## src/rtl/boot_pkg.sv

```systemverilog
`timescale 1ns/1ps
package boot_pkg;
  typedef enum logic [3:0] {
    ST_INIT, ST_LEN, ST_ADDR, ST_DATA, ST_RD, ST_RWAIT, ST_TX, ST_LOAD, ST_GO, ST_DONE
  } boot_state_e;

  localparam logic [7:0] LEN_POKE = 8'd0;
  localparam logic [7:0] LEN_PEEK = 8'd1;
endpackage

```

## src/rtl/boot_link_mux.sv

```systemverilog
`timescale 1ns/1ps
module boot_link_mux #(
  parameter int N_LINKS = 4,
  localparam int LINK_W = $clog2(N_LINKS)
) (
  input  logic                 clk,
  input  logic                 rst,
  input  logic [N_LINKS-1:0]   rx_valid,
  input  logic [8*N_LINKS-1:0] rx_data,
  output logic [N_LINKS-1:0]   rx_ready,
  input  logic                 arb_en,
  input  logic                 hold_en,
  output logic                 cur_valid,
  output logic [7:0]           cur_data,
  output logic [LINK_W-1:0]    link_sel,
  input  logic                 tx_en,
  input  logic [7:0]           tx_byte,
  input  logic [N_LINKS-1:0]   tx_ready,
  output logic [N_LINKS-1:0]   tx_valid,
  output logic [7:0]           tx_data,
  output logic                 tx_ack
);
  logic [LINK_W-1:0] pick;
  logic [LINK_W-1:0] eff;
  logic              any_valid;
  logic [LINK_W-1:0] sel_q;

  // lowest index wins
  always_comb begin
    pick = '0;
    for (int i = N_LINKS - 1; i >= 0; i--) begin
      if (rx_valid[i]) pick = LINK_W'(i);
    end
  end

  assign any_valid = |rx_valid;
  assign eff       = arb_en ? pick : sel_q;
  assign rx_ready  = ((arb_en && any_valid) || hold_en) ? (N_LINKS'(1) << eff) : '0;
  assign cur_valid = (arb_en || hold_en) && rx_valid[eff];
  assign cur_data  = rx_data[int'(eff)*8 +: 8];

  always_ff @(posedge clk) begin
    if (rst) sel_q <= '0;
    else if (arb_en && any_valid) sel_q <= pick;
  end

  assign link_sel = sel_q;
  assign tx_valid = tx_en ? (N_LINKS'(1) << sel_q) : '0;
  assign tx_data  = tx_byte;
  assign tx_ack   = tx_en && tx_ready[sel_q];

  p_one_ready_r9: assert property (@(posedge clk) disable iff (rst) $onehot0(rx_ready))
    else $error("rx_ready has more than one bit set");
  p_tx_onehot_r6: assert property (@(posedge clk) disable iff (rst) $onehot0(tx_valid))
    else $error("tx_valid on more than one link");
endmodule

```

## src/rtl/boot_seq.sv

```systemverilog
`timescale 1ns/1ps
module boot_seq
  import boot_pkg::*;
#(
  parameter int WORD_W    = 16,
  parameter int ADDR_W    = 12,
  parameter int LOAD_BASE = 64,
  parameter int LINK_W    = 2,
  localparam int BPW      = WORD_W / 8,
  localparam int LB       = $clog2(BPW),
  localparam int WADDR_W  = ADDR_W - LB
) (
  input  logic               clk,
  input  logic               rst,
  input  logic               boot_rom,
  input  logic               cur_valid,
  input  logic [7:0]         cur_data,
  input  logic [LINK_W-1:0]  link_sel,
  output logic               arb_en,
  output logic               hold_en,
  output logic               tx_en,
  output logic [7:0]         tx_byte,
  input  logic               tx_ack,
  output logic               mem_we,
  output logic               mem_re,
  output logic [WADDR_W-1:0] mem_addr,
  output logic [WORD_W-1:0]  mem_wdata,
  output logic [BPW-1:0]     mem_be,
  input  logic [WORD_W-1:0]  mem_rdata,
  output logic               start,
  output logic [ADDR_W-1:0]  start_addr,
  output logic [LINK_W-1:0]  boot_link
);
  boot_state_e       state;
  logic              rom_q;
  logic              is_peek;
  logic [7:0]        len_q;
  logic [7:0]        cnt_q;
  logic [WORD_W-1:0] wbuf;
  logic [WORD_W-1:0] nxt;
  logic [WADDR_W-1:0] addr_q;
  logic [ADDR_W-1:0] ld_addr;
  logic              last_w;

  assign nxt     = {cur_data, wbuf[WORD_W-1:8]};
  assign last_w  = (cnt_q == 8'(BPW - 1));
  assign ld_addr = ADDR_W'(LOAD_BASE) + ADDR_W'(cnt_q);
  assign tx_byte = wbuf[7:0];
  assign arb_en  = (state == ST_LEN);
  assign hold_en = (state == ST_ADDR) || (state == ST_DATA) || (state == ST_LOAD);
  assign tx_en   = (state == ST_TX);

  always_ff @(posedge clk) begin
    if (rst) begin
      state      <= ST_INIT;
      rom_q      <= boot_rom;
      is_peek    <= 1'b0;
      len_q      <= '0;
      cnt_q      <= '0;
      wbuf       <= '0;
      addr_q     <= '0;
      mem_we     <= 1'b0;
      mem_re     <= 1'b0;
      mem_addr   <= '0;
      mem_wdata  <= '0;
      mem_be     <= '0;
      start      <= 1'b0;
      start_addr <= '0;
      boot_link  <= '0;
    end else begin
      mem_we <= 1'b0;
      mem_re <= 1'b0;
      start  <= 1'b0;
      case (state)
        ST_INIT: begin
          if (rom_q) begin
            start      <= 1'b1;
            start_addr <= {{(ADDR_W-1){1'b1}}, 1'b0};
            state      <= ST_DONE;
          end else begin
            state <= ST_LEN;
          end
        end
        ST_LEN: begin
          if (cur_valid) begin
            len_q   <= cur_data;
            cnt_q   <= '0;
            is_peek <= (cur_data == LEN_PEEK);
            if (cur_data == LEN_POKE || cur_data == LEN_PEEK) state <= ST_ADDR;
            else state <= ST_LOAD;
          end
        end
        ST_ADDR: begin
          if (cur_valid) begin
            wbuf  <= nxt;
            cnt_q <= cnt_q + 8'd1;
            if (last_w) begin
              cnt_q  <= '0;
              addr_q <= nxt[WADDR_W-1:0];
              if (is_peek) begin
                mem_re   <= 1'b1;
                mem_addr <= nxt[WADDR_W-1:0];
                state    <= ST_RD;
              end else begin
                state <= ST_DATA;
              end
            end
          end
        end
        ST_DATA: begin
          if (cur_valid) begin
            wbuf  <= nxt;
            cnt_q <= cnt_q + 8'd1;
            if (last_w) begin
              cnt_q     <= '0;
              mem_we    <= 1'b1;
              mem_addr  <= addr_q;
              mem_wdata <= nxt;
              mem_be    <= '1;
              state     <= ST_LEN;
            end
          end
        end
        ST_RD: state <= ST_RWAIT;
        ST_RWAIT: begin
          wbuf  <= mem_rdata;
          cnt_q <= '0;
          state <= ST_TX;
        end
        ST_TX: begin
          if (tx_ack) begin
            wbuf  <= wbuf >> 8;
            cnt_q <= cnt_q + 8'd1;
            if (last_w) begin
              cnt_q <= '0;
              state <= ST_LEN;
            end
          end
        end
        ST_LOAD: begin
          if (cur_valid) begin
            mem_we    <= 1'b1;
            mem_addr  <= ld_addr[ADDR_W-1:LB];
            mem_be    <= BPW'(1) << ld_addr[LB-1:0];
            mem_wdata <= {BPW{cur_data}};
            cnt_q     <= cnt_q + 8'd1;
            if (cnt_q == len_q - 8'd1) state <= ST_GO;
          end
        end
        ST_GO: begin
          start      <= 1'b1;
          start_addr <= ADDR_W'(LOAD_BASE);
          boot_link  <= link_sel;
          state      <= ST_DONE;
        end
        default: state <= ST_DONE;
      endcase
    end
  end

  p_rom_quiet_r1: assert property (@(posedge clk) disable iff (rst)
    rom_q |-> (!mem_we && !mem_re && !arb_en && !hold_en))
    else $error("ROM boot touched links or memory");
  p_load_lane_r3: assert property (@(posedge clk) disable iff (rst)
    (mem_we && $past(state) == ST_LOAD) |-> $onehot(mem_be))
    else $error("load write without a single byte lane");
  p_done_quiet_r4: assert property (@(posedge clk) disable iff (rst)
    (state == ST_DONE) |-> (!arb_en && !hold_en && !tx_en && !mem_we))
    else $error("activity after start");
  p_poke_full_r5: assert property (@(posedge clk) disable iff (rst)
    (mem_we && $past(state) == ST_DATA) |-> (mem_be == {BPW{1'b1}}))
    else $error("poke write without all lanes");
  p_peek_nowrite_r6: assert property (@(posedge clk) disable iff (rst)
    mem_re |-> !mem_we)
    else $error("peek wrote memory");
  p_start_pulse_r9: assert property (@(posedge clk) disable iff (rst)
    start |=> !start)
    else $error("start longer than one cycle");
  p_read_latency_r10: assert property (@(posedge clk) disable iff (rst)
    mem_re |=> (state == ST_RWAIT))
    else $error("read data not captured one cycle after read");
endmodule

```

## src/rtl/link_boot_ctrl.sv

```systemverilog
`timescale 1ns/1ps
module link_boot_ctrl #(
  parameter int N_LINKS   = 4,
  parameter int WORD_W    = 16,
  parameter int ADDR_W    = 12,
  parameter int LOAD_BASE = 64,
  localparam int LINK_W   = $clog2(N_LINKS),
  localparam int BPW      = WORD_W / 8,
  localparam int WADDR_W  = ADDR_W - $clog2(BPW)
) (
  input  logic                 clk,
  input  logic                 rst,
  input  logic                 boot_rom,
  input  logic [N_LINKS-1:0]   rx_valid,
  input  logic [8*N_LINKS-1:0] rx_data,
  output logic [N_LINKS-1:0]   rx_ready,
  output logic [N_LINKS-1:0]   tx_valid,
  output logic [7:0]           tx_data,
  input  logic [N_LINKS-1:0]   tx_ready,
  output logic                 mem_we,
  output logic                 mem_re,
  output logic [WADDR_W-1:0]   mem_addr,
  output logic [WORD_W-1:0]    mem_wdata,
  output logic [BPW-1:0]       mem_be,
  input  logic [WORD_W-1:0]    mem_rdata,
  output logic                 start,
  output logic [ADDR_W-1:0]    start_addr,
  output logic [LINK_W-1:0]    boot_link
);
  logic              arb_en, hold_en, tx_en, tx_ack, cur_valid;
  logic [7:0]        cur_data, tx_byte;
  logic [LINK_W-1:0] link_sel;

  boot_link_mux #(.N_LINKS(N_LINKS)) u_mux (
    .clk(clk), .rst(rst),
    .rx_valid(rx_valid), .rx_data(rx_data), .rx_ready(rx_ready),
    .arb_en(arb_en), .hold_en(hold_en),
    .cur_valid(cur_valid), .cur_data(cur_data), .link_sel(link_sel),
    .tx_en(tx_en), .tx_byte(tx_byte), .tx_ready(tx_ready),
    .tx_valid(tx_valid), .tx_data(tx_data), .tx_ack(tx_ack)
  );

  boot_seq #(.WORD_W(WORD_W), .ADDR_W(ADDR_W), .LOAD_BASE(LOAD_BASE), .LINK_W(LINK_W)) u_seq (
    .clk(clk), .rst(rst), .boot_rom(boot_rom),
    .cur_valid(cur_valid), .cur_data(cur_data), .link_sel(link_sel),
    .arb_en(arb_en), .hold_en(hold_en), .tx_en(tx_en), .tx_byte(tx_byte), .tx_ack(tx_ack),
    .mem_we(mem_we), .mem_re(mem_re), .mem_addr(mem_addr), .mem_wdata(mem_wdata),
    .mem_be(mem_be), .mem_rdata(mem_rdata),
    .start(start), .start_addr(start_addr), .boot_link(boot_link)
  );

  p_lock_stable_r8: assert property (@(posedge clk) disable iff (rst)
    (hold_en && $past(hold_en)) |-> $stable(link_sel))
    else $error("link lock moved during a request");
  p_ready_locked_r8: assert property (@(posedge clk) disable iff (rst)
    (hold_en && rx_ready != '0) |-> rx_ready[link_sel])
    else $error("ready given to an unlocked link");
  p_tx_same_link_r6: assert property (@(posedge clk) disable iff (rst)
    (tx_valid != '0) |-> tx_valid[link_sel])
    else $error("reply on a different link");
endmodule

```

## config.mk

```make
export PLATFORM = sky130hd
export DESIGN_NAME = link_boot_ctrl
export DESIGN_NICKNAME = d
export VERILOG_FILES = /design/src/rtl/boot_pkg.sv /design/src/rtl/boot_link_mux.sv /design/src/rtl/boot_seq.sv /design/src/rtl/link_boot_ctrl.sv
export SDC_FILE = /design/constraint.sdc
export NUM_CORES = 1
export LEC_CHECK = 0
export BUFFER_PORTS_ARGS = -buffer_cell sky130_fd_sc_hd__buf_2
export CORE_ASPECT_RATIO = 1.1
export CORE_MARGIN = 5
export CORE_UTILIZATION = 45
export DETAILED_ROUTE_END_ITERATION = 12
export GPL_TIMING_DRIVEN = 0
export PLACE_DENSITY = 0.79
export SKIP_CTS_REPAIR_TIMING = 1
export SLEW_MARGIN = 40
export SYNTH_ARGS = -nofsm -noshare
export SYNTH_HDL_FRONTEND = slang
export SYNTH_SLANG_ARGS = --single-unit
```

## constraint.sdc

```tcl
create_clock -name clk -period 3.23 [get_ports clk]
set_input_delay 0.323 -clock clk [delete_from_list [all_inputs] [get_ports clk]]
set_output_delay 0.323 -clock clk [all_outputs]
set_load 0.005 [all_outputs]
```

-- Word level (Yosys, flattened, before mapping)
Cells that the tools add are included.
- RAM bits: 0
- bits in registers: 97
- memory bits (read-only): 0
- memories: 0
- latch bits: 0
- output and inout bits: 62
- equal/unequal tests: 22
- muxes and demuxes: 56
- shift-type cells: 4
- $mul: 0
- reduce and logical (&&, ||, !) cells: 26
- order comparisons: 2
- bitwise gates (word level): 3
- divide/modulo/power cells: 0
- $add $sub $neg: 3
- operators with widths (kind ; number):
    $mux W16 ; 5
    $mux W11 ; 6
    $pmux W16 S3 ; 1
    $mux W4 ; 11
    $mux W8 ; 5
    $pmux W8 S5 ; 1
    $pmux W11 S3 ; 1
    $pmux W16 S2 ; 1
    $pmux W4 S8 ; 1
    $shiftx A32 B6 Y8 ; 1
    $pmux W12 S2 ; 1
    $eq A4 B3 Y1 const B ; 4
    $eq A8 B1 Y1 const B ; 2
    $mux W2 ; 8
    $reduce_and A7 Y1 ; 2
    $mux W12 ; 1
    $ne A2 B2 Y1 const B ; 6
    $ne A2 B1 Y1 const B ; 5
    $add A7 B8 Y9 const A ; 1
    $add A8 B1 Y8 const B ; 1
    $eq A4 B2 Y1 const B ; 2
    $eq A8 B8 Y1 ; 1
    $logic_not A8 Y1 ; 1
    $reduce_or A4 Y1 ; 2
    23 further kinds ; 46

-- Logic depth before layout (Yosys ltp)
Gate-level depths: netlist (run 1).
- depth after elaboration: 11
- gate-level depth with buffers: 12
- gate-level depth less buffers: 10

-- Hierarchy
A second synthesis (run 1) with hierarchy kept.
- cell total of the unflattened synthesis: 561
- area total of the unflattened synthesis: 4852.2 um2
- by module, submodules not included (module ; cells each ; instances ; area each (um2)):
    boot_seq ; 477 ; 1 ; 4174.0
    boot_link_mux ; 84 ; 1 ; 678.2

-- Worst setup path after synthesis (run 1)
Ideal clock, no wire load.
- kind: register to register
- start point: reg u_seq.state[3]
- end point: reg u_seq.state[0]
- setup time: 0.146 ns
- data arrival time: 2.624 ns
- buffers on the path: 3
- period minus slack after synthesis: 2.770 ns
- stages on the path, launching flop included: 11
- path slack: 0.460 ns
- data required time: 3.084 ns
- cell sequence: dfxtp_1 buf_6 or4b_4 buf_6 o31a_1 buf_6 a211oi_1 o22ai_1 a2111o_1 a221oi_2 a211oi_1
- word-level cells in the longest chain between the ends: 8
- elaborated cells between the ends (all ways): 31
- ends and longest elaborated chain (what ; line ; source):
    from (decl) ; boot_seq.sv:34 ; boot_state_e state;
    from (signal assigned) ; boot_seq.sv:55 ; state <= ST_INIT;
    from (signal assigned) ; boot_seq.sv:79 ; state <= ST_DONE;
    from (signal assigned) ; boot_seq.sv:81 ; state <= ST_LEN;
    $eq A4 B1 Y1 ; boot_seq.sv:49, boot_seq.sv:74 ;
    $mux W2 ; boot_link_mux.sv:37 ; assign eff = arb_en ? pick : sel_q;
    $shiftx A32 B6 Y8 ; boot_link_mux.sv:40 ; assign cur_data = rx_data[int'(eff)*8 +: 8];
    $eq A8 B1 Y1 / $logic_not A8 Y1 (equally long branches) ; boot_seq.sv:89 ; if (cur_data == LEN_POKE || cur_data == LEN_PEEK) state <= ST_ADDR;
    $logic_or A1 B1 Y1 ; boot_seq.sv:89 ;
    $mux W3 ; boot_seq.sv:89 ;
    $mux W4 ; boot_seq.sv:85 ; if (cur_valid) begin
    $pmux W4 S8 ; boot_seq.sv:74 ; case (state)
Parallel ways exist; a longest one is shown, timed or not. The select of a mux whose other input is x is not followed.
A chain may end at the register's enable or synchronous reset.

-- Final worst setup path (run 1)
- start point: reg u_seq.state[1]
- end point: reg u_seq.mem_addr[8]
- word-level cells in the longest chain between the ends: 7
- elaborated cells between the ends (all ways): 24
- ends and longest elaborated chain (what ; line ; source):
    $eq A4 B1 Y1 / $eq A4 B2 Y1 (equally long branches) ; boot_seq.sv:49, boot_seq.sv:50, boot_seq.sv:74 ;
    $mux W2 / $logic_or A1 B1 Y1 (equally long branches) ; boot_link_mux.sv:37, boot_seq.sv:50 ;
    $shiftx A32 B6 Y8 (tied with other cells) ; boot_link_mux.sv:40 ;
    $mux W11 (tied with other cells) ; boot_seq.sv:100 ; if (is_peek) begin
    $mux W11 / $logic_and A1 B1 Y1 (equally long branches) ; boot_seq.sv:97, boot_link_mux.sv:39 ;
    $mux W11 / $ne A2 B2 Y1 (equally long branches) ; n/a ;
    $pmux W11 S3 / $reduce_and A7 Y1 (equally long branches) ; n/a ;
    to (signal assigned) ; boot_seq.sv:102 ; mem_addr <= nxt[WADDR_W-1:0];
    to (signal assigned) ; boot_seq.sv:117 ; mem_addr <= addr_q;
    to (signal assigned) ; boot_seq.sv:143 ; mem_addr <= ld_addr[ADDR_W-1:LB];
    to (decl) ; boot_seq.sv:26 ; output logic [WADDR_W-1:0] mem_addr,
Parallel ways exist; a longest one is shown, timed or not. The select of a mux whose other input is x is not followed.

==> results.toml, run 1 <==
[final_layout]
fin_nets = 769
area_growth_pct = 23.1
layout-drive-gt1-share_pct = 27.6
fin_cells = 853
antenna_cells = 0
utilization_pct = 57.0

[timing]
finalSetupViolCount = 0
maxSlewHeadroom_pct = 49.9
period_share_pct = 96.8
worst_slew_pin_slew_ns = 0.736
maxSlewViolCount = 0
finalCriticalPeriod_ns = 3.13
tns_ns = 0
clock-skew-final_ns = 0.00781
max_freq_ghz = 0.320
hold_viol_final = 0

[hold_path]
worstHoldPathType = "in2reg"
hp-start = "boot_rom"

[drt]
drc = 0
antenna_left = 0
drt-initial-drc-count = 373
dr.pass1.iters = 5
vias = 4858
via_per_inst = 5.70
wl_per_cell_um = 17.3
routed_wl_mm = 14.8

[place]
dp_hpwl_mm = 11.2
post-place-cells = 832
port_buffers = 119
gp_congestion = 1.00

[yosys]
synth_cells = 570
synth_area_mm2 = 0.00484
syn_nets = 634
async_flop_share_pct = 0
synthXorXnorAreaFrac_pct = 1.63
synth_compound_area_share_pct = 17.2
post_synth_most_frequent_cells = "dfxtp_1, nor2_1, mux2i_1"
synth_top_cell_by_area = "dfxtp_1"
synthMuxAreaShare_pct = 14.4
yosysMostFrequentCell = "dfxtp_1"
synth-simple-area-share_pct = 21.7
syn_area_per_cell_um2 = 8.49
synth_top_area_share_pct = 35.6
synth_area_leaders = "dfxtp_1, mux2i_1, nor2_1, a211oi_1, a21oi_1"
synth_top_flop_cell = "dfxtp_1"
synth_top_family_by_area = "simple AND/OR/NAND/NOR gates"
synth-edff-count = 1
synth_seq_cells = 87
ys_warn_count = 0
yosysSeqAreaShare_pct = 36.2
synthAdderAreaFrac_pct = 1.29
synth.distinct_cells = 63

[critical_path]
end_kind = "register"
critPathMaxFanout = 10
path_class = "reg2reg"
startpoint = "u_seq.state[1]"
r2r-start = "u_seq.state[1]"
start_kind = "register"
critPathArrivalTime_ns = 3.33
cp.required_ns = 3.44

[global_route]
overflow = 0
grt_antenna_before_repair = 0
track_usage_pct = 22.5
grt_pass1_wl_mm = 23.4
grt_max_degree = 15
grt_pass1_vias = 4712

[die]
initial_core_util_pct = 46.3
row_count = 39
io_pins = 121
dieWidth_um = 109
die-area_mm2 = 0.0129
core_area_mm2 = 0.0104
fp.dieH_um = 119

[cts]
path_clk_slew_ns = 0.06
root_buffer = "clkbuf_16"
cts_buffer_depth = 2
worstSkewPairLatency_ns = 0.35
cts.sinks = 87
cts_tree = "done"
numCtsBuffers = 9
htree_num_levels = 3

[pwr]
vdd_ir_drop_max_uv = 324
p_per_area_mw_per_mm2 = 856
leakage_uw = 0.00254

[run]
maxCapViolCount = 0

[outcome]
run_status = "finished, final reports clean"
[per-stage QoR]
stage,instance area [um^2],hold WS (ns),worst slack (ns),total power (uW)
floorplan,4840,0.422,0.460,3270
global placement,5610,0.433,0.0257,3870
detailed placement,5620,0.443,0.0547,3970
CTS,5890,0.160,0.0362,4950
global route,5960,0.163,-0.0108,5390
finish,5960,0.157,0.104,5100
[logic make-up after synthesis]
| logic type | count (synthesis) |
|---|---|
| AO/OA/AOI/OAI | 120 |
| other | 1 |
| flip-flops | 87 |
| adder cells (fa/ha/maj) | 5 |
| AND/OR/NAND/NOR | 215 |
| multiplexers | 66 |
| buffers and inverters | 67 |
| XOR/XNOR | 9 |
[worst max-delay path: stages (launching register included)]
cell,delay [ns]
dfxtp_1,0.29
buf_2,0.17
or4b_4,0.52
buf_6,0.16
a21oi_4,0.21
nor2_4,0.11
a31oi_4,0.26
o211ai_2,0.20
or3_1,0.40
buf_2,0.17
buf_6,0.16
a211oi_1,0.26
nor3_1,0.08
[where the power goes]
part	leakage [uW]	internal, uW	switching [uW]
Clock	0.000134	545	430
Combinational	0.00170	1120	1570
Sequential	0.000706	1250	191
[routing by layer]
layer	global-route usage [%]	share of wire (%)	vias to the layer above
met5	0	0	-
met4	12.2	4.1	0
met2	38.7	50	231
li1	-	-	2298
met3	3.33	7.7	51
met1	26.5	38	2278
[state kept, by name, summed over array words and instances (netlist names)]
name / cells
u_seq.mem_wdata: 16
u_seq.wbuf: 16
u_seq.addr_q: 11
u_seq.mem_addr: 11
u_seq.cnt_q: 8
u_seq.len_q: 8
u_seq.state: 4
u_mux.link_sel: 2
u_seq.boot_link: 2
u_seq.mem_be: 2
u_seq.start_addr: 2
u_seq.is_peek: 1
u_seq.mem_re: 1
u_seq.mem_we: 1
u_seq.rom_q: 1
u_seq.start: 1
[area by class of cell]
class,instances,area (um^2)
Fill cell,933,4490
Multi-Input combinational cell,416,2750
Sequential cell,87,1750
Timing Repair Buffer,124,633
Buffer,56,324
Clock buffer,12,246
Tap cell,143,179
Inverter,11,41.3
Clock inverter,4,27.5
[placed cells by master, fill, tap and decap left out, types with 2 or more instances in the layout]
| cell type | n |
|---|---|
| o21ai_0 | 21 |
| mux2i_2 | 3 |
| nor3b_1 | 5 |
| a21o_1 | 3 |
| o22ai_1 | 2 |
| buf_4 | 23 |
| and3_1 | 7 |
| ha_1 | 5 |
| xnor2_1 | 5 |
| mux2_2 | 4 |
| o211ai_1 | 3 |
| a211oi_1 | 33 |
| nor2_1 | 85 |
| nand2b_1 | 4 |
| a31oi_1 | 2 |
| or3_1 | 4 |
| nor2b_1 | 9 |
| nor2_4 | 2 |
| mux2i_1 | 57 |
| nand3b_1 | 7 |
| nor3_1 | 26 |
| nand3_1 | 6 |
| clkbuf_1 | 22 |
| or2_2 | 2 |
| dfxtp_1 | 86 |
| a22oi_1 | 6 |
| nand2_1 | 38 |
| o211a_1 | 3 |
| buf_6 | 4 |
| a21oi_4 | 2 |
| nor4_1 | 7 |
| xor2_1 | 4 |
| buf_2 | 132 |
| and2_1 | 3 |
| inv_1 | 11 |
| a21oi_1 | 30 |
| clkbuf_16 | 9 |
[path summary, 6_finish.rpt]
| path | to | slack [ns] | cells after the start |
|---|---|---|---|
| max reg2reg | u_seq.mem_addr[8] | 0.10 | 12 |
| min | u_seq.rom_q | 0.16 | 1 |
| min reg2reg | u_seq.start_addr[6] | 0.45 | 1 |
| max | u_seq.mem_addr[8] | 0.10 | 12 |
Power figures use the tool's default switching activity.
==> inputs of run 2 (changes only) <==
- CELL_PAD_IN_SITES_DETAIL_PLACEMENT: not set -> 2
- CELL_PAD_IN_SITES_GLOBAL_PLACEMENT: not set -> 2
- CORE_UTILIZATION: 45 -> 31
- PLACE_DENSITY: 0.79 -> 0.9
==> run 2 against run 1 <==
Worst hold slack about the same. Wire length increased by 47%. First-iteration DRC count decreased by 39%. Global-route usage grew 0.99 points. Flip-flop and latch count did not move. Clock power rose by 13%. Fmax about the same. Critical path depth shrank 2. Total power is 11% higher. Setup slack got worse by 0.0028 ns.
==> results.toml, run 2 (synthesized netlist as in run 1, its figures left out) <==
[critical_path]
path_common_cell = "buf_6"
cp.required_ns = 3.50
start_kind = "register"
slowest_stage = "mux2i_2"
reg2reg_depth = 10
critPathMaxFanout = 10
critPathArrivalTime_ns = 3.40
r2r_slack_ns = 0.10
startpoint = "u_seq.state[1]"
end_kind = "register"
critical_path.max_stage_delay_ns = 0.63
r2r_end = "u_seq.state[0]"
path_cells = "buf_2 > or4b_4 > buf_6 > nand2_1 > o31a_1 > buf_6 > mux2i_2 > a2111o_1 > a221oi_2 > a211oi_1"
path_class = "reg2reg"
r2r-start = "u_seq.state[1]"

[final_layout]
final_common_cell = "buf_2"
area_growth_pct = 26.9
n_fill_cell = 1743
fin_nets = 770
mostFrequentLayoutCells = "buf_2, dfxtp_1, nor2_1"
fin_cells = 911
antenna_cells = 0
reg_top3 = "u_seq.mem_wdata x16, u_seq.wbuf x16"
layout-drive-gt1-share_pct = 29.5

[place]
port_buffers = 119
gp_congestion = 0.894
post-place-cells = 889
dp_hpwl_mm = 15.6
place_ws_ns = -0.113

[drt]
antenna_left = 0
drt-initial-drc-count = 226
routed_wl_mm = 21.7
vias = 5089
drc = 0
via_per_inst = 5.59
dr.pass1.iters = 4
wl_per_cell_um = 23.9

[outcome]
run_status = "finished, final reports clean"

[timing]
rsz0062_at_grt = "true"
maxSlewViolCount = 0
finalCriticalPeriod_ns = 3.13
worst_slew_pin_slew_ns = 0.777
clock-skew-final_ns = 0.00803
tns_ns = 0
period_share_pct = 96.9
max_freq_ghz = 0.320
layout_setup_ws_ns = 0.101
hold_viol_final = 0
finalSetupViolCount = 0
maxSlewHeadroom_pct = 48.2

[cts]
cts_buffer_depth = 2
htree_num_levels = 3
path_clk_slew_ns = 0.07
cts_tree = "done"
worstSkewPairLatency_ns = 0.36
root_buffer = "clkbuf_16"
numCtsBuffers = 9
cts.sinks = 87

[die]
die-area_mm2 = 0.0182
core_area_mm2 = 0.0155
initial_core_util_pct = 31.2
fp.dieH_um = 141
io_pins = 121
row_count = 48
dieWidth_um = 129

[global_route]
grt_pass1_vias = 5751
grt_max_degree = 16
track_usage_pct = 23.5
overflow = 0
grt_pass1_wl_mm = 33.0
grt_antenna_before_repair = 0

[hold_path]
hp-start = "boot_rom"
worst_hold_path.endpoint = "u_seq.rom_q"
hold_depth = 1
worstHoldPathType = "in2reg"

[pwr]
leakage_uw = 0.00257
vdd_ir_drop_max_uv = 305
p_per_area_mw_per_mm2 = 919
p_total_uw = 5640

[run]
maxCapViolCount = 0
[run 2: layout make-up]
type / count / area [um^2] / share of cell area, %
clock buffers: 10 / 229 / 3.73
plain buffers: 56 / 324 / 5.28
inverters: 11 / 41.3 / 0.672
repair buffers: 125 / 641 / 10.4
well taps: 200 / 250 / 4.07
multi-input cells: 416 / 2840 / 46.2
flip-flops and latches: 87 / 1750 / 28.5
clock inverters: 6 / 68.8 / 1.12
[run 2: worst max-delay path: cells and delay by family, from the launching register on]
kind                   cells  cell delay [ns]
buffers and inverters      3             0.54
multiplexers               1             0.63
AND/OR/NAND/NOR            2             0.67
AO/OA/AOI/OAI              4             0.89
flip-flops                 1             0.30
[run 2: worst max path at each step]
| stage | to | slack (ns) | cells past startpoint |
|---|---|---|---|
| global placement | u_seq.mem_wdata[0] | -0.06 | 9 |
| CTS | u_seq.wbuf[14] | -0.27 | 11 |
| finish | u_seq.state[0] | 0.10 | 10 |
| floorplan | u_seq.state[0] | 0.46 | 10 |
| global route | u_seq.state[0] | -0.08 | 10 |
| detailed placement | u_seq.mem_addr[9] | -0.11 | 12 |
[run 2: per-stage QoR]
step	utilization [%]	instance area [um^2]	hold WS [ns]
after floorplan	-	4840	0.422
after global placement	36.7	5680	0.435
after detailed placement	36.8	5700	0.469
after CTS	38.7	5990	0.155
after global routing	39.6	6140	0.150
final	39.6	6140	0.158
[run 2: layer usage]
metal  up-vias  part of all wire (%)  track usage, %
li1       2283                     -               -
met3        65                   5.8            5.49
met1      2551                    38            25.7
met5         -                     0               0
met4         0                   4.9            11.2
met2       190                    51            42.2
[run 2: power by group]
part	internal [uW]	leakage [uW]	switching, uW	total, uW
registers	1250	0.000706	233	1480
logic	1160	0.00172	1890	3060
clock network	608	0.000149	496	1100
total	3020	0.00257	2620	5640
==> inputs of run 3 (changes only) <==
- PLACE_DENSITY: 0.9 -> not set
- PLACE_DENSITY_LB_ADDON: not set -> 0.08
==> run 3 against run 2 <==
Non-clock buffer count decreased by 1. Combinational power decreased by 7%. Utilization fell by 0.15 points. Clock skew grew 0.0022 ns. Worst hold slack lost 0.0056 ns. Setup slack better by 0.038 ns. Largest power group unchanged. Clock power about the same. Via count down 5.1%. Die area unchanged. Flip-flop and latch count unchanged.
==> results.toml, run 3 (synthesized netlist as in run 1, its figures left out) <==
[drt]
drt-initial-drc-count = 240
wl_per_cell_um = 20.7
antenna_left = 0
via_per_inst = 5.31
drc = 0
dr.pass1.iters = 4
vias = 4829
routed_wl_mm = 18.9

[timing]
max_freq_ghz = 0.323
finalCriticalPeriod_ns = 3.09
period_share_pct = 95.7
maxSlewViolCount = 0
finalSetupViolCount = 0
clock-skew-final_ns = 0.0103
holdWs_ns = 0.152
rsz0062_at_grt = "true"
maxSlewHeadroom_pct = 53.8
worst_slew_pin_slew_ns = 0.692
hold_viol_final = 0
layout_setup_ws_ns = 0.139

[hold_path]
worst_hold_path.endpoint = "u_seq.rom_q"
hp-start = "boot_rom"
worstHoldPathType = "in2reg"
hold_depth = 1

[pwr]
p_sw_share_pct = 44.6
leakage_uw = 0.00257
p_seq_share_pct = 27.1
pwr-share-clk_pct = 20.3
p_per_area_mw_per_mm2 = 888
p_int_uw = 3010
p_comb_share_pct = 52.6
p_switching_uw = 2420
vdd_ir_drop_max_uv = 327

[die]
initial_core_util_pct = 31.2
row_count = 48
fp.dieH_um = 141
core_area_mm2 = 0.0155
io_pins = 121
die-area_mm2 = 0.0182
dieWidth_um = 129

[final_layout]
n_fill_cell = 1790
fin_nets = 769
multi_input_area_mm2 = 0.00281
area_growth_pct = 26.5
layout-drive-gt1-share_pct = 28.9
register_area_mm2 = 0.00175
antenna_cells = 0
mostFrequentLayoutCells = "buf_2, dfxtp_1, nor2_1"
design_area_mm2 = 0.00612
reg_top3 = "u_seq.mem_wdata x16, u_seq.wbuf x16"
final_common_cell = "buf_2"

[cts]
cts_buffer_depth = 2
cts_tree = "done"
root_buffer = "clkbuf_16"
path_clk_slew_ns = 0.07
numCtsBuffers = 9
worstSkewPairLatency_ns = 0.35
cts.sinks = 87
htree_num_levels = 3

[global_route]
grt_pass1_vias = 5255
grt_antenna_before_repair = 0
track_usage_pct = 20.5
grt_pass1_wl_mm = 29.1
grt_max_degree = 16
overflow = 0

[place]
dp_hpwl_mm = 14.5
gp_congestion = 0.800
placed_area_mm2 = 0.00570
port_buffers = 119
place_ws_ns = -0.130

[critical_path]
reg2reg_depth = 11
cp.required_ns = 3.43
r2r_end = "u_seq.state[0]"
critPathArrivalTime_ns = 3.30
end_kind = "register"
r2r_slack_ns = 0.14
r2r-start = "u_seq.state[1]"
critPathMaxFanout = 10
path_class = "reg2reg"
start_kind = "register"

[outcome]
run_status = "finished, final reports clean"

[run]
maxCapViolCount = 0
[run 3: worst max-delay path by stage]
stage / from / end / slack [ns]
2_1_floorplan: u_seq.state[3] / u_seq.state[0] / 0.46
3_3_place_gp: u_seq.state[0] / u_seq.is_peek / -0.28
3_5_place_dp: u_seq.state[0] / u_seq.state[0] / -0.13
4_1_cts: u_seq.state[0] / u_seq.state[0] / -0.14
5_1_grt: u_seq.state[0] / u_seq.state[0] / -0.06
6_report: u_seq.state[1] / u_seq.state[0] / 0.14
[run 3: area by class of cell]
cell class                      instances  share of cell area [%]
Multi-Input combinational cell        416                    46.0
Sequential cell                        87                    28.6
Clock inverter                          6                    1.08
Clock buffer                           10                    3.91
Tap cell                              200                    4.09
Inverter                               11                   0.675
Timing Repair Buffer                  124                    10.3
Buffer                                 56                    5.30
[run 3: critical path, stage by stage (launching register included)]
cell and delay [ns]:
dfxtp_1 0.29, buf_2 0.18, or4b_4 0.53, buf_6 0.16, a21oi_4 0.21, nor2_4 0.11, buf_2 0.24, nor4_1 0.20
o21ai_0 0.13, a2111o_1 0.48, a221oi_2 0.30, a211oi_1 0.10
[run 3: through the flow]
step / util (%) / cells / TNS [ns] / power, uW
3_5_place_dp: 36.8 / 889 / -0.422 / 4210
3_3_place_gp: 36.7 / 889 / -1.52 / 4070
2_1_floorplan: - / 570 / 0 / 3270
4_1_cts: 38.7 / 905 / -0.691 / 5340
5_1_grt: 39.5 / 910 / -0.0610 / 5810
6_report: 39.5 / 910 / 0 / 5430
[run 3: per-layer routing]
| metal | vias to the layer above | share of wire (%) | global-route usage, % |
|---|---|---|---|
| li1 | 2283 | - | - |
| met1 | 2410 | 44 | 25.5 |
| met2 | 113 | 50 | 36.5 |
| met3 | 23 | 3.8 | 2.77 |
| met4 | 0 | 2.1 | 6.30 |
| met5 | - | 0 | 0 |
[run 3: power groups by stage]
stage	Clock [uW]	Combinational (uW)	Sequential, uW
3_5_place_dp	0	2710	1490
4_1_cts	1130	2740	1470
3_3_place_gp	0	2590	1480
2_1_floorplan	0	1870	1390
5_1_grt	1180	3140	1490
6_report	1100	2860	1470
